## src/rtl/rlq_pkg.sv

```systemverilog
package rlq_pkg;
  typedef struct packed {
    logic push;
    logic pop;
    logic drop;
    logic resend;
  } slot_evt_t;
endpackage

```

## src/rtl/rlq_label_ram.sv

```systemverilog
module rlq_label_ram #(
  parameter int W     = 2,
  parameter int DEPTH = 8,
  localparam int AW   = (DEPTH > 1) ? $clog2(DEPTH) : 1
) (
  input  logic          clk,
  input  logic          we,
  input  logic [AW-1:0] waddr,
  input  logic [W-1:0]  wdata,
  input  logic [AW-1:0] raddr,
  output logic [W-1:0]  rdata
);
  logic [W-1:0] mem [DEPTH];

  always_ff @(posedge clk) begin
    if (we) mem[waddr] <= wdata;
    rdata <= mem[raddr];
  end
endmodule

```

## src/rtl/rlq_sat_counter.sv

```systemverilog
module rlq_sat_counter #(
  parameter int W = 16
) (
  input  logic         clk,
  input  logic         rst,
  input  logic         inc,
  output logic [W-1:0] count
);
  localparam logic [W-1:0] TOP = '1;

  always_ff @(posedge clk) begin
    if (rst) count <= '0;
    else if (inc && count != TOP) count <= count + 1'b1;
  end

  assert_sat_hold_R10: assert property (@(posedge clk) disable iff (rst)
    (count == TOP) |=> (count == TOP));
endmodule

```

## src/rtl/retx_label_queue.sv

```systemverilog
module retx_label_queue
  import rlq_pkg::*;
#(
  parameter int LABEL_W = 2,
  parameter int DEPTH   = 8,
  parameter int CNT_W   = 16,
  localparam int AW     = (DEPTH > 1) ? $clog2(DEPTH) : 1,
  localparam int OW     = $clog2(DEPTH + 1)
) (
  input  logic               clk,
  input  logic               rst,
  input  logic               in_valid,
  input  logic [LABEL_W-1:0] in_label,
  input  logic               ack,
  output logic               tx_valid,
  output logic [LABEL_W-1:0] tx_label,
  output logic               gate,
  output logic [OW-1:0]      occupancy,
  output logic [CNT_W-1:0]   drop_count,
  output logic [CNT_W-1:0]   retx_count
);
  localparam logic [OW-1:0] FULL_LVL = OW'(DEPTH);
  localparam logic [AW-1:0] LAST_IDX = AW'(DEPTH - 1);

  function automatic logic [AW-1:0] wrap_inc(input logic [AW-1:0] p);
    return (p == LAST_IDX) ? '0 : p + 1'b1;
  endfunction

  logic [AW-1:0]      rd_ptr, wr_ptr, rd_next;
  logic [OW-1:0]      count_q, count_next;
  logic               valid_q, byp_q;
  logic [LABEL_W-1:0] byp_label_q, ram_q;
  slot_evt_t          evt;

  always_comb begin
    evt.pop    = valid_q & ack;
    evt.resend = valid_q & ~ack;
    evt.push   = in_valid & ((count_q != FULL_LVL) | evt.pop);
    evt.drop   = in_valid & (count_q == FULL_LVL) & ~evt.pop;
    rd_next    = evt.pop ? wrap_inc(rd_ptr) : rd_ptr;
    count_next = count_q + OW'(evt.push) - OW'(evt.pop);
  end

  always_ff @(posedge clk) begin
    if (rst) begin
      rd_ptr      <= '0;
      wr_ptr      <= '0;
      count_q     <= '0;
      valid_q     <= 1'b0;
      byp_q       <= 1'b0;
      byp_label_q <= '0;
    end else begin
      rd_ptr      <= rd_next;
      count_q     <= count_next;
      valid_q     <= (count_next != '0);
      byp_q       <= evt.push && (wr_ptr == rd_next);
      byp_label_q <= in_label;
      if (evt.push) wr_ptr <= wrap_inc(wr_ptr);
    end
  end

  rlq_label_ram #(.W(LABEL_W), .DEPTH(DEPTH)) u_ram (
    .clk   (clk),
    .we    (evt.push),
    .waddr (wr_ptr),
    .wdata (in_label),
    .raddr (rd_next),
    .rdata (ram_q)
  );

  rlq_sat_counter #(.W(CNT_W)) u_drop_cnt (
    .clk (clk), .rst (rst), .inc (evt.drop), .count (drop_count)
  );

  rlq_sat_counter #(.W(CNT_W)) u_retx_cnt (
    .clk (clk), .rst (rst), .inc (evt.resend), .count (retx_count)
  );

  assign tx_valid  = valid_q;
  assign gate      = valid_q;
  assign tx_label  = byp_q ? byp_label_q : ram_q;
  assign occupancy = count_q;

  // Assertions guarding the queue state
  assert_no_overflow_R3: assert property (@(posedge clk) disable iff (rst)
    occupancy <= FULL_LVL);

  assert_empty_quiet_R2: assert property (@(posedge clk) disable iff (rst)
    (occupancy == '0) |-> (!tx_valid && !gate));

  assert_gate_follows_R5: assert property (@(posedge clk) disable iff (rst)
    gate == tx_valid);

  assert_resend_same_R7: assert property (@(posedge clk) disable iff (rst)
    (tx_valid && !ack) |=> (tx_valid && $stable(tx_label)));

  assert_full_drop_R8: assert property (@(posedge clk) disable iff (rst)
    (in_valid && occupancy == FULL_LVL && !ack) |=> (occupancy == FULL_LVL));

  assert_full_swap_R9: assert property (@(posedge clk) disable iff (rst)
    (in_valid && occupancy == FULL_LVL && ack) |=>
      (occupancy == FULL_LVL && $stable(drop_count)));

  assert_idle_ack_R11: assert property (@(posedge clk) disable iff (rst)
    (!tx_valid && !in_valid) |=> (occupancy == '0 && $stable(retx_count)));
endmodule

```

## config.mk

```make
export PLATFORM = sky130hd
export DESIGN_NAME = retx_label_queue
export DESIGN_NICKNAME = d
export VERILOG_FILES = /design/src/rtl/rlq_pkg.sv /design/src/rtl/rlq_label_ram.sv /design/src/rtl/rlq_sat_counter.sv /design/src/rtl/retx_label_queue.sv
export SDC_FILE = /design/constraint.sdc
export NUM_CORES = 1
export LEC_CHECK = 0
export ABC_AREA = 1
export BUFFER_PORTS_ARGS = -buffer_cell sky130_fd_sc_hd__buf_2
export CAP_MARGIN = 20
export CORE_MARGIN = 1.5
export CORE_UTILIZATION = 62
export CTS_CLUSTER_DIAMETER = 60
export DETAILED_ROUTE_END_ITERATION = 8
export PLACE_DENSITY = 0.85
export SLEW_MARGIN = 20
export SYNTH_ARGS = -nofsm -noshare
export SYNTH_HDL_FRONTEND = slang
export SYNTH_SLANG_ARGS = --single-unit
```

## constraint.sdc

```tcl
create_clock -name clk -period 3.3 [get_ports clk]
set_input_delay 0.33 -clock clk [delete_from_list [all_inputs] [get_ports clk]]
set_output_delay 0.33 -clock clk [all_outputs]
set_load 0.005 [all_outputs]
```

==> results of run 1 <==
stage by stage:
stage / power, mW / hold WS [ns] / utilization (%) / setup WS (ns) / cells
5_1_grt: 2.366 / 0.3001 / 73.56 / 0.8509 / 572
4_1_cts: 2.233 / 0.2788 / 73.56 / 1.054 / 572
2_1_floorplan: 1.422 / 0.3991 / - / 1.275 / 449
3_5_place_dp: 1.587 / 0.5235 / 69.91 / 1.070 / 556
3_3_place_gp: 1.550 / 0.5137 / 69.91 / 1.200 / 556
6_report: 2.223 / 0.2865 / 73.56 / 1.068 / 572
flip-flops by register name, summed over array words and instances (netlist names):
register          cells
u_ram.mem            16
gate                  1
byp_q                 1
u_drop_cnt.count     16
byp_label_q           2
rd_ptr                3
u_ram.rdata           2
wr_ptr                3
occupancy             4
u_retx_cnt.count     16
per-layer routing:
metal	global-route usage [%]	routed length, um	vias up
met3	4.881	305	9
li1	-	-	1541
met4	9.444	97	0
met1	30.80	3082	1375
met5	0	0	-
met2	44.07	3430	65
power breakdown:
group | total, mW | switching [mW] | internal, mW
Combinational | 0.614 | 0.372 | 0.242
Clock | 0.651 | 0.306 | 0.345
Sequential | 0.958 | 0.0691 | 0.889
Total | 2.22 | 0.747 | 1.48
area by class of cell:
| type | instances | area, um2 | share of cell area (%) |
|---|---|---|---|
| repair buffers | 46 | 232.7 | 6.116 |
| well taps | 70 | 87.58 | 2.302 |
| inverters | 51 | 191.4 | 5.031 |
| multi-input cells | 325 | 1663 | 43.70 |
| clock buffers | 10 | 127.6 | 3.354 |
| flip-flops and latches | 64 | 1441 | 37.88 |
| clock inverters | 6 | 61.31 | 1.611 |
logic make-up (layout without fill, tap and decap cells):
kind of cell | Yosys count | count (layout) | share of synthesized area (%)
mux | 2 | 2 | 0.6686
buf+inv | 60 | 113 | 7.838
compound gates | 36 | 36 | 6.055
xor+xnor | 6 | 6 | 1.560
simple gates | 270 | 270 | 36.78
flops | 64 | 64 | 42.79
fa+ha+maj | 11 | 11 | 4.309
cell usage in the layout (no fill, tap or decap), types with 4 or more instances in the layout:
cell	count
a21oi_1	23
a31oi_1	4
buf_2	45
clkbuf_8	9
dfxtp_1	48
edfxtp_1	16
ha_1	10
inv_1	40
inv_2	11
nand2_1	101
nand2_2	9
nand3_1	40
nand3b_1	6
nand4_1	7
nor2_1	86
nor2_2	7
o21ai_0	4
xor2_1	4
critical path, cell delays in order (launching register included):
cell     delay [ns]
dfxtp_1        0.33
inv_1          0.06
ha_1           0.24
nand3_1        0.10
nand2_1        0.13
inv_1          0.12
nand2_1        0.06
nand2_1        0.06
ha_1           0.16
inv_1          0.06
fa_1           0.38
xor2_1         0.17
and3_1         0.17
a21oi_1        0.06
worst max path at each step:
stage | startpoint | endpoint | slack, ns | cells past startpoint
final | occupancy[2] | gate | 1.07 | 13
after global routing | occupancy[2] | gate | 0.85 | 13
after CTS | occupancy[2] | gate | 1.05 | 13
after detailed placement | occupancy[2] | gate | 1.07 | 13
after global placement | occupancy[2] | gate | 1.20 | 13
after floorplan | occupancy[2] | gate | 1.28 | 13
==> results.md, run 1 <==
* Synth async-reset ratio at 0%
* Post-route cell area at 3805 um2
* Final setup fails at 0
* Area Growth Syn to Fin at 12.96%
* Crit end category: register
* Via Count at 2990
* Syn Area/Cell at 7.502 um2
* Post CTS Setup Buffer Count at 0
* Crit path max fanout at 6
* Die area at 5884 um2
* MaxCap Viol Count at 0
* CTS tree: built
* Hold Crit Depth at 3
* Max Clk Rate at 448.0 MHz
* Layout cell share with drive strength beyond 1 at between 15 and 20%
* Largest area contributor in the netlist: dfxtp_1
* Post-route ant nets at 0
* DRC Markers at 0
* Detail Placement HPWL at 5075 um
* FF+latch count, synth at 64
* CORE AREA at 5172 um2
* Worst r2r path cells at 13
* Critical setup path kind: reg -> reg
* Startpoint types: register
* Outcome: complete, no violations
* TritonCTS Buffers at 9
* Crit path time final at 2.232 ns
* Crit path arrival time at 2.44 ns
* Worst-skew pair later-pin latency at 0.34 ns
* Power density over cell area at 584.2 nW/um2
* Routability cong. at 0.9304
* Buffers on Ports at between 40 and 50
* Drt first pass iters at 4
* All-Layer GR Usage at 25.27%
* Final hold vios at 0
* Share of the synthesized area in the top cell type at 28.53%
* Number of flops mapped to enable cells by yosys at 16
* Hold Crit Class: in -> reg
* Initial Util at 65.12%
* Maximum vdd drop at 0.3607 mV
* Largest net degree at the start of global routing at 25
* Number of diodes at 0
* Mapped Area at 3368 um2
* First-pass GRT wire length at 11960 um
* Mapped Nets at 466
* Initial antenna violation count at 0
* Yosys warnings at 0
* Num rows at 26
* Sequential area share after synthesis at 42.79%
* Count of different cell masters after synthesis at 35
* Worst Skew at 0.008242 ns
* DR vias/cell at 5.227
* Filler cells at 421
* Most common cell in the netlist: nand2_1
* Worst-Margin Slew at 0.4106 ns
* Main synth FF type: dfxtp_1
* Clk slew on worst S/H paths at approximately 0.07 ns
* Top cells by area, synth: dfxtp_1, edfxtp_1, nand2_1
* Placed Area at 3616 um2
* Cts repair resizes at 0
* Root Buffer: clkbuf_8
* Slew headroom at 72.60%
* Reg-to-Reg Start: occupancy[2]
* Post-CTS Hold Buffers at 0
* Routed wire length at 6916 um
* WL/cell at 12.09 um
* CTS Sinks at 64
* Synth top cells by count: nand2_1, nor2_1, dfxtp_1, inv_1, nand3_1
* Mapped Cells at between 400 and 500
* Die H at 76.71 um
* Final worst-path cycle share at about 68%
* IO Count at 46
* Maximum level of the CTS H-tree at 3
* Nets at 514
* GRT overflow at 0
* Setup_tns at 0 ns
* Number of global-route vias before repair at between 2k and 3k
* CTS max path bufs at 2
* R2r setup slk at about 1.1 ns
* RSZ-0062 raised after global routing: no
* WHS Endpoint: byp_label_q[1]
* DR iter-0 viols at 191
* Hold Crit Start: in_label[1]
* Worst Path Required at ~3.5 ns
* Final slew viol count at 0
* R2r endpoint: gate
* Leak at 1.732 nW
* DIE WIDTH at 76.71 um
Note: power is estimated with default switching activity, not from simulation.
==> inputs of run 2 (changes only) <==
--- a/config.mk
+++ b/config.mk
@@ -9,10 +9,10 @@
 export BUFFER_PORTS_ARGS = -buffer_cell sky130_fd_sc_hd__buf_2
 export CAP_MARGIN = 20
 export CORE_MARGIN = 1.5
-export CORE_UTILIZATION = 62
+export CORE_UTILIZATION = 57
 export CTS_CLUSTER_DIAMETER = 60
 export DETAILED_ROUTE_END_ITERATION = 8
-export PLACE_DENSITY = 0.85
+export PLACE_DENSITY = 0.79
 export SLEW_MARGIN = 20
 export SYNTH_ARGS = -nofsm -noshare
 export SYNTH_HDL_FRONTEND = slang
==> constraint.sdc (replaced) <==
create_clock -name clk -period 2.1 [get_ports clk]
set_input_delay 0.21 -clock clk [delete_from_list [all_inputs] [get_ports clk]]
set_output_delay 0.21 -clock clk [all_outputs]
set_load 0.005 [all_outputs]
==> run 2 against run 1 <==
  * Sequential cell count unchanged
  * Largest power group unchanged
  * Total power increased by 60%
  * Fmax increased by 14%
  * Highest routed layer unchanged
==> results.md, run 2 (synthesis results as in run 1) <==
* TritonCTS Buffers at 9
* Number of global-route vias before repair at 2622
* MaxCap Viol Count at 0
* Setup slack at placement at roughly 0.098 ns
* Clk network pwr share at 29.5%
* Hold Crit Class: in -> reg
* Sw Share at 32.91%
* Worst r2r path cells at 12
* Power consumption at 3.547 mW
* Number of diodes at 0
* Outcome: complete, no violations
* Maximum vdd drop at 0.5127 mV
* DRC Markers at 0
* Hold Crit Start: in_label[1]
* Worst-skew pair later-pin latency at 0.34 ns
* Post CTS Setup Buffer Count at 0
* RSZ-0062 raised after global routing: no
* Most frequent cells in the layout: nand2_1, nor2_1, dfxtp_1, buf_2, nand3_1
* Via Count at 2996
* CP startpoint: occupancy[2]
* Final slew viol count at 0
* Largest net degree at the start of global routing at 25
* Crit path arrival time at roughly 2.2 ns
* Area Growth Syn to Fin at 14.64%
* Sw Pwr at 1.167 mW
* First-pass GRT wire length at 11460 um
* Worst Path Required at 2.32 ns
* Initial antenna violation count at 0
* Seq pwr share at ~42%
* DR iter-0 viols at roughly 150
* Final worst-path cycle share at 93.10%
* R2r setup slk at 0.14 ns
* WL/cell at 11.78 um
* Final setup fails at 0
* Drt first pass iters at 4
* Comb power frac at 28.0%
* Critical setup path kind: reg -> reg
* Slew headroom at 77.10%
* CTS Sinks at 64
* Reg-to-Reg Start: occupancy[2]
* All-Layer GR Usage at 23.43%
* Clk slew on worst S/H paths at 0.07 ns
* Routability cong. at 0.8473
* Pint at between 2 and 2.5 mW
* Crit end category: register
* Regs by FF count: u_drop_cnt.count (16), u_ram.mem (16), u_retx_cnt.count (16)
* Num rows at 27
* Setup_tns at 0 ns
* Max Clk Rate at 511.5 MHz
* Post-route setup slack at 0.1449 ns
* Final Util at 68.85%
* Power density over cell area at 918.6 nW/um2
* CORE AREA at 5608 um2
* R2r endpoint: gate
* GRT overflow at 0
* Buffers on Ports at 45
* DIE WIDTH at 79.87 um
* Post-CTS Hold Buffers at 0
* Initial Util at 60.06%
* CTS tree: built
* Die H at 79.87 um
* IO Count at 46
* Worst Skew at between 0.004 and 0.005 ns
* Root Buffer: clkbuf_8
* DR vias/cell at 5.183
* Hold Crit Depth at 3
* Crit path time final at 1.955 ns
* Die area at 6379 um2
* Detail Placement HPWL at approximately 5000 um
* WHS Endpoint: byp_label_q[1]
* Maximum level of the CTS H-tree at 3
* Crit path max fanout at 2
* Startpoint types: register
* Layout cell share with drive strength beyond 1 at 22.73%
* Final hold vios at 0
* Routed wire length at between 6000 and 7000 um
* Worst-Margin Slew at 0.3428 ns
* Nets at 518
* CTS max path bufs at 2
* Post-route ant nets at 0
* Commonest non-fill, non-tap cell in the layout: nand2_1
* Leak at 1.755 nW
-- run 2: cell count changes in the layout (fill, tap and decap cells not counted), sizes merged --
cell  previous run  this run
buf             46        50
-- run 2: worst max-delay path: stages (launching register included) --
cell and delay (ns):
dfxtp_2 0.32, inv_1 0.05, ha_2 0.18, nand3_1 0.09, nand2_2 0.07, inv_2 0.06
nand2_1 0.04, nand2_1 0.06, ha_2 0.17, inv_1 0.05, fa_2 0.53, and3_1 0.15
a21oi_1 0.06
-- run 2: metrics by stage --
step / std cells / hold WS (ns) / instance area, um2
2_1_floorplan: 449 / 0.2791 / 3368
3_3_place_gp: 562 / 0.5076 / 3649
3_5_place_dp: 562 / 0.5208 / 3649
4_1_cts: 578 / 0.1491 / 3845
5_1_grt: 578 / 0.1684 / 3861
6_report: 578 / 0.1598 / 3861
-- run 2: power by group through the flow --
stage / logic [mW] / registers [mW] / clock network (mW)
after CTS: 0.987 / 1.50 / 1.07
after floorplan: 0.716 / 1.52 / 0
after global routing: 1.14 / 1.52 / 1.12
after detailed placement: 0.984 / 1.53 / 0
final: 0.993 / 1.51 / 1.05
after global placement: 0.948 / 1.52 / 0
-- run 2: routing by layer --
| metal | vias to the layer above | track usage (%) | routed length [um] |
|---|---|---|---|
| met2 | 81 | 38.14 | 3281 |
| met1 | 1349 | 28.65 | 2999 |
| met4 | 0 | 10.00 | 124 |
| met3 | 12 | 7.200 | 404 |
| li1 | 1554 | - | - |
| met5 | - | 0 | 0 |
-- run 2: area by class of cell --
type | count | area (um2)
Clock buffer | 10 | 137.6
Clock inverter | 6 | 58.81
Fill cell | 484 | 1747
Inverter | 51 | 191.4
Multi-Input combinational cell | 325 | 1675
Sequential cell | 64 | 1445
Tap cell | 72 | 90.09
Timing Repair Buffer | 50 | 262.8
-- run 2: repair_timing --
action	CTS	global route
endpoints found under the setup margin	0	1
gates resized for setup	0	9
endpoints found under the hold margin	0	0
-- run 2: worst max-delay path by stage --
stage | endpoint | cells after the start
final | gate | 12
after global routing | gate | 13
after detailed placement | gate | 13
after global placement | gate | 13
after CTS | gate | 13
after floorplan | gate | 13
==> inputs of run 3 (changes only) <==
--- a/config.mk
+++ b/config.mk
@@ -9,10 +9,9 @@
 export BUFFER_PORTS_ARGS = -buffer_cell sky130_fd_sc_hd__buf_2
 export CAP_MARGIN = 20
 export CORE_MARGIN = 1.5
-export CORE_UTILIZATION = 57
+export CORE_UTILIZATION = 35
 export CTS_CLUSTER_DIAMETER = 60
 export DETAILED_ROUTE_END_ITERATION = 8
-export PLACE_DENSITY = 0.79
 export SLEW_MARGIN = 20
 export SYNTH_ARGS = -nofsm -noshare
 export SYNTH_HDL_FRONTEND = slang
==> run 3 against run 2 <==
  * Wire length increased by 8.4%
  * Clock power decreased by 16%
  * Sequential cell count unchanged
  * Combinational power increased by 7%
  * Largest cell class unchanged
  * Global-route usage decreased by 8.3 points
  * Core utilization decreased by 27 points
  * Design area increased by 1.3%
  * Non-clock buffer count increased by 3
  * Sequential power about the same
  * Clock skew increased by 0.0046 ns
  * Critical endpoint unchanged
==> results.md, run 3 (synthesis results as in run 1) <==
* Final hold vios at 0
* Pint at 2.264 mW
* First-pass GRT wire length at 12230 um
* Final worst-path cycle share at between 90 and 100%
* GRT overflow at 0
* Crit path time final at between 1.5 and 2 ns
* Seq pwr share at approximately 44%
* Worst-Margin Slew at 0.3841 ns
* Worst-skew pair later-pin latency at 0.34 ns
* Number of global-route vias before repair at around 2.7k
* Post-route setup slack at around 0.12 ns
* All-Layer GR Usage at 15.08%
* Layout cell share with drive strength beyond 1 at 22.00%
* DRC Markers at 0
* Power density over cell area at 879.3 nW/um2
* Maximum vdd drop at 0.3471 mV
* TritonCTS Buffers at 9
* CTS max path bufs at 2
* Crit end category: register
* Startpoint types: register
* CTS Sinks at 64
* Setup_tns at 0 ns
* Hold Worst Slack at between 0.15 and 0.2 ns
* Critical setup path kind: reg -> reg
* Sw Pwr at 1.176 mW
* Crit path arrival time at around 2.2 ns
* Routed wire length at 7381 um
* Clk network pwr share at 25.6%
* Via Count at a little under 3k
* Die H at between 100 and 150 um
* Filler cells at between 1k and 1.5k
* Commonest non-fill, non-tap cell in the layout: nand2_1
* WL/cell at 11.57 um
* Die area at 10220 um2
* Outcome: complete, no violations
* Clk slew on worst S/H paths at around 0.070 ns
* Detail Placement HPWL at 5346 um
* Maximum level of the CTS H-tree at 3
* Number of diodes at 0
* Regs by FF count: u_drop_cnt.count (16), u_ram.mem (16), u_retx_cnt.count (16)
* Initial antenna violation count at 0
* Setup slack at placement at 0.04795 ns
* Max Clk Rate at 504.9 MHz
* Leak at 1.750 nW
* Largest net degree at the start of global routing at 25
* Final setup fails at 0
* Num rows at 35
* Comb power frac at 30.9%
* IO Count at 46
* DR vias/cell at 4.636
* Most frequent cells in the layout: nand2_1, nor2_1, dfxtp_1
* Root Buffer: clkbuf_8
* Nets at 521
* Worst Skew at just under 0.009 ns
* Area Growth Syn to Fin at 16.16%
* Final Util at a little over two fifths
* Hold Crit Class: in -> reg
* Initial Util at 36.28%
* DIE WIDTH at between 100 and 150 um
* Crit path max fanout at 2
* Post-route ant nets at 0
* MaxCap Viol Count at 0
* Post-CTS Hold Buffers at 0
* Buffers on Ports at 45
* CTS tree: built
* Worst Path Required at 2.31 ns
* Routability cong. at 0.7884
* CORE AREA at 9284 um2
* Drt first pass iters at 4
* Power consumption at 3.440 mW
* Final slew viol count at 0
* Sw Share at between 30 and 40%
* DR iter-0 viols at 68
* Slew headroom at around three quarters
## run 3: timing repair
item | CTS | global route
setup endpoints to repair | 0 | 1
buffers inserted | 0 | 2
gates resized for setup | 0 | 7
hold endpoints to repair | 0 | 0
## run 3: cell type report
| class | count | area (um2) | area share, % |
|---|---|---|---|
| Multi-Input combinational cell | 325 | 1675 | 42.82 |
| Timing Repair Buffer | 53 | 285.3 | 7.291 |
| Clock buffer | 11 | 131.4 | 3.358 |
| Sequential cell | 64 | 1444 | 36.90 |
| Clock inverter | 5 | 23.77 | 0.6076 |
| Tap cell | 129 | 161.4 | 4.125 |
| Inverter | 51 | 191.4 | 4.893 |
## run 3: path summary, 6_finish.rpt
| kind | cells past startpoint | end | from | slack (ns) |
|---|---|---|---|---|
| min | 3 | byp_label_q[0] | in_label[0] | 0.17 |
| max | 13 | gate | occupancy[2] | 0.12 |
| max reg2reg | 13 | gate | occupancy[2] | 0.12 |
| min reg2reg | 2 | u_retx_cnt.count[1] | u_retx_cnt.count[1] | 0.52 |
## run 3: per-stage QoR
stage,cell area (um2),cells
after floorplan,3368,449
after global placement,3727,620
after detailed placement,3727,620
after CTS,3882,636
after global routing,3913,638
final,3913,638
## run 3: critical path: stages, from the launching register on
cell and delay [ns]:
dfxtp_2 0.32, inv_1 0.05, ha_2 0.19, nand3_2 0.07
nand2_2 0.06, inv_2 0.06, nand2_1 0.04, nand2_1 0.06
ha_2 0.17, inv_1 0.05, fa_1 0.36, xor2_1 0.19
and3_1 0.19, a21oi_1 0.06
## run 3: per-layer routing
metal | routed length [um] | vias to the layer above | track usage, %
li1 | - | 1552 | -
met1 | 3390 | 1354 | 18.19
met2 | 3607 | 47 | 26.02
met3 | 310 | 5 | 4.092
met4 | 72 | 0 | 5.021
met5 | 0 | - | 0
## run 3: power groups by stage
stage          registers [mW]  clock network [mW]  logic [mW]
3_5_place_dp             1.52                   0        1.01
3_3_place_gp             1.51                   0       0.997
6_report                 1.50               0.881        1.06
4_1_cts                  1.49               0.918        1.02
5_1_grt                  1.51               0.969        1.23
2_1_floorplan            1.52                   0       0.716
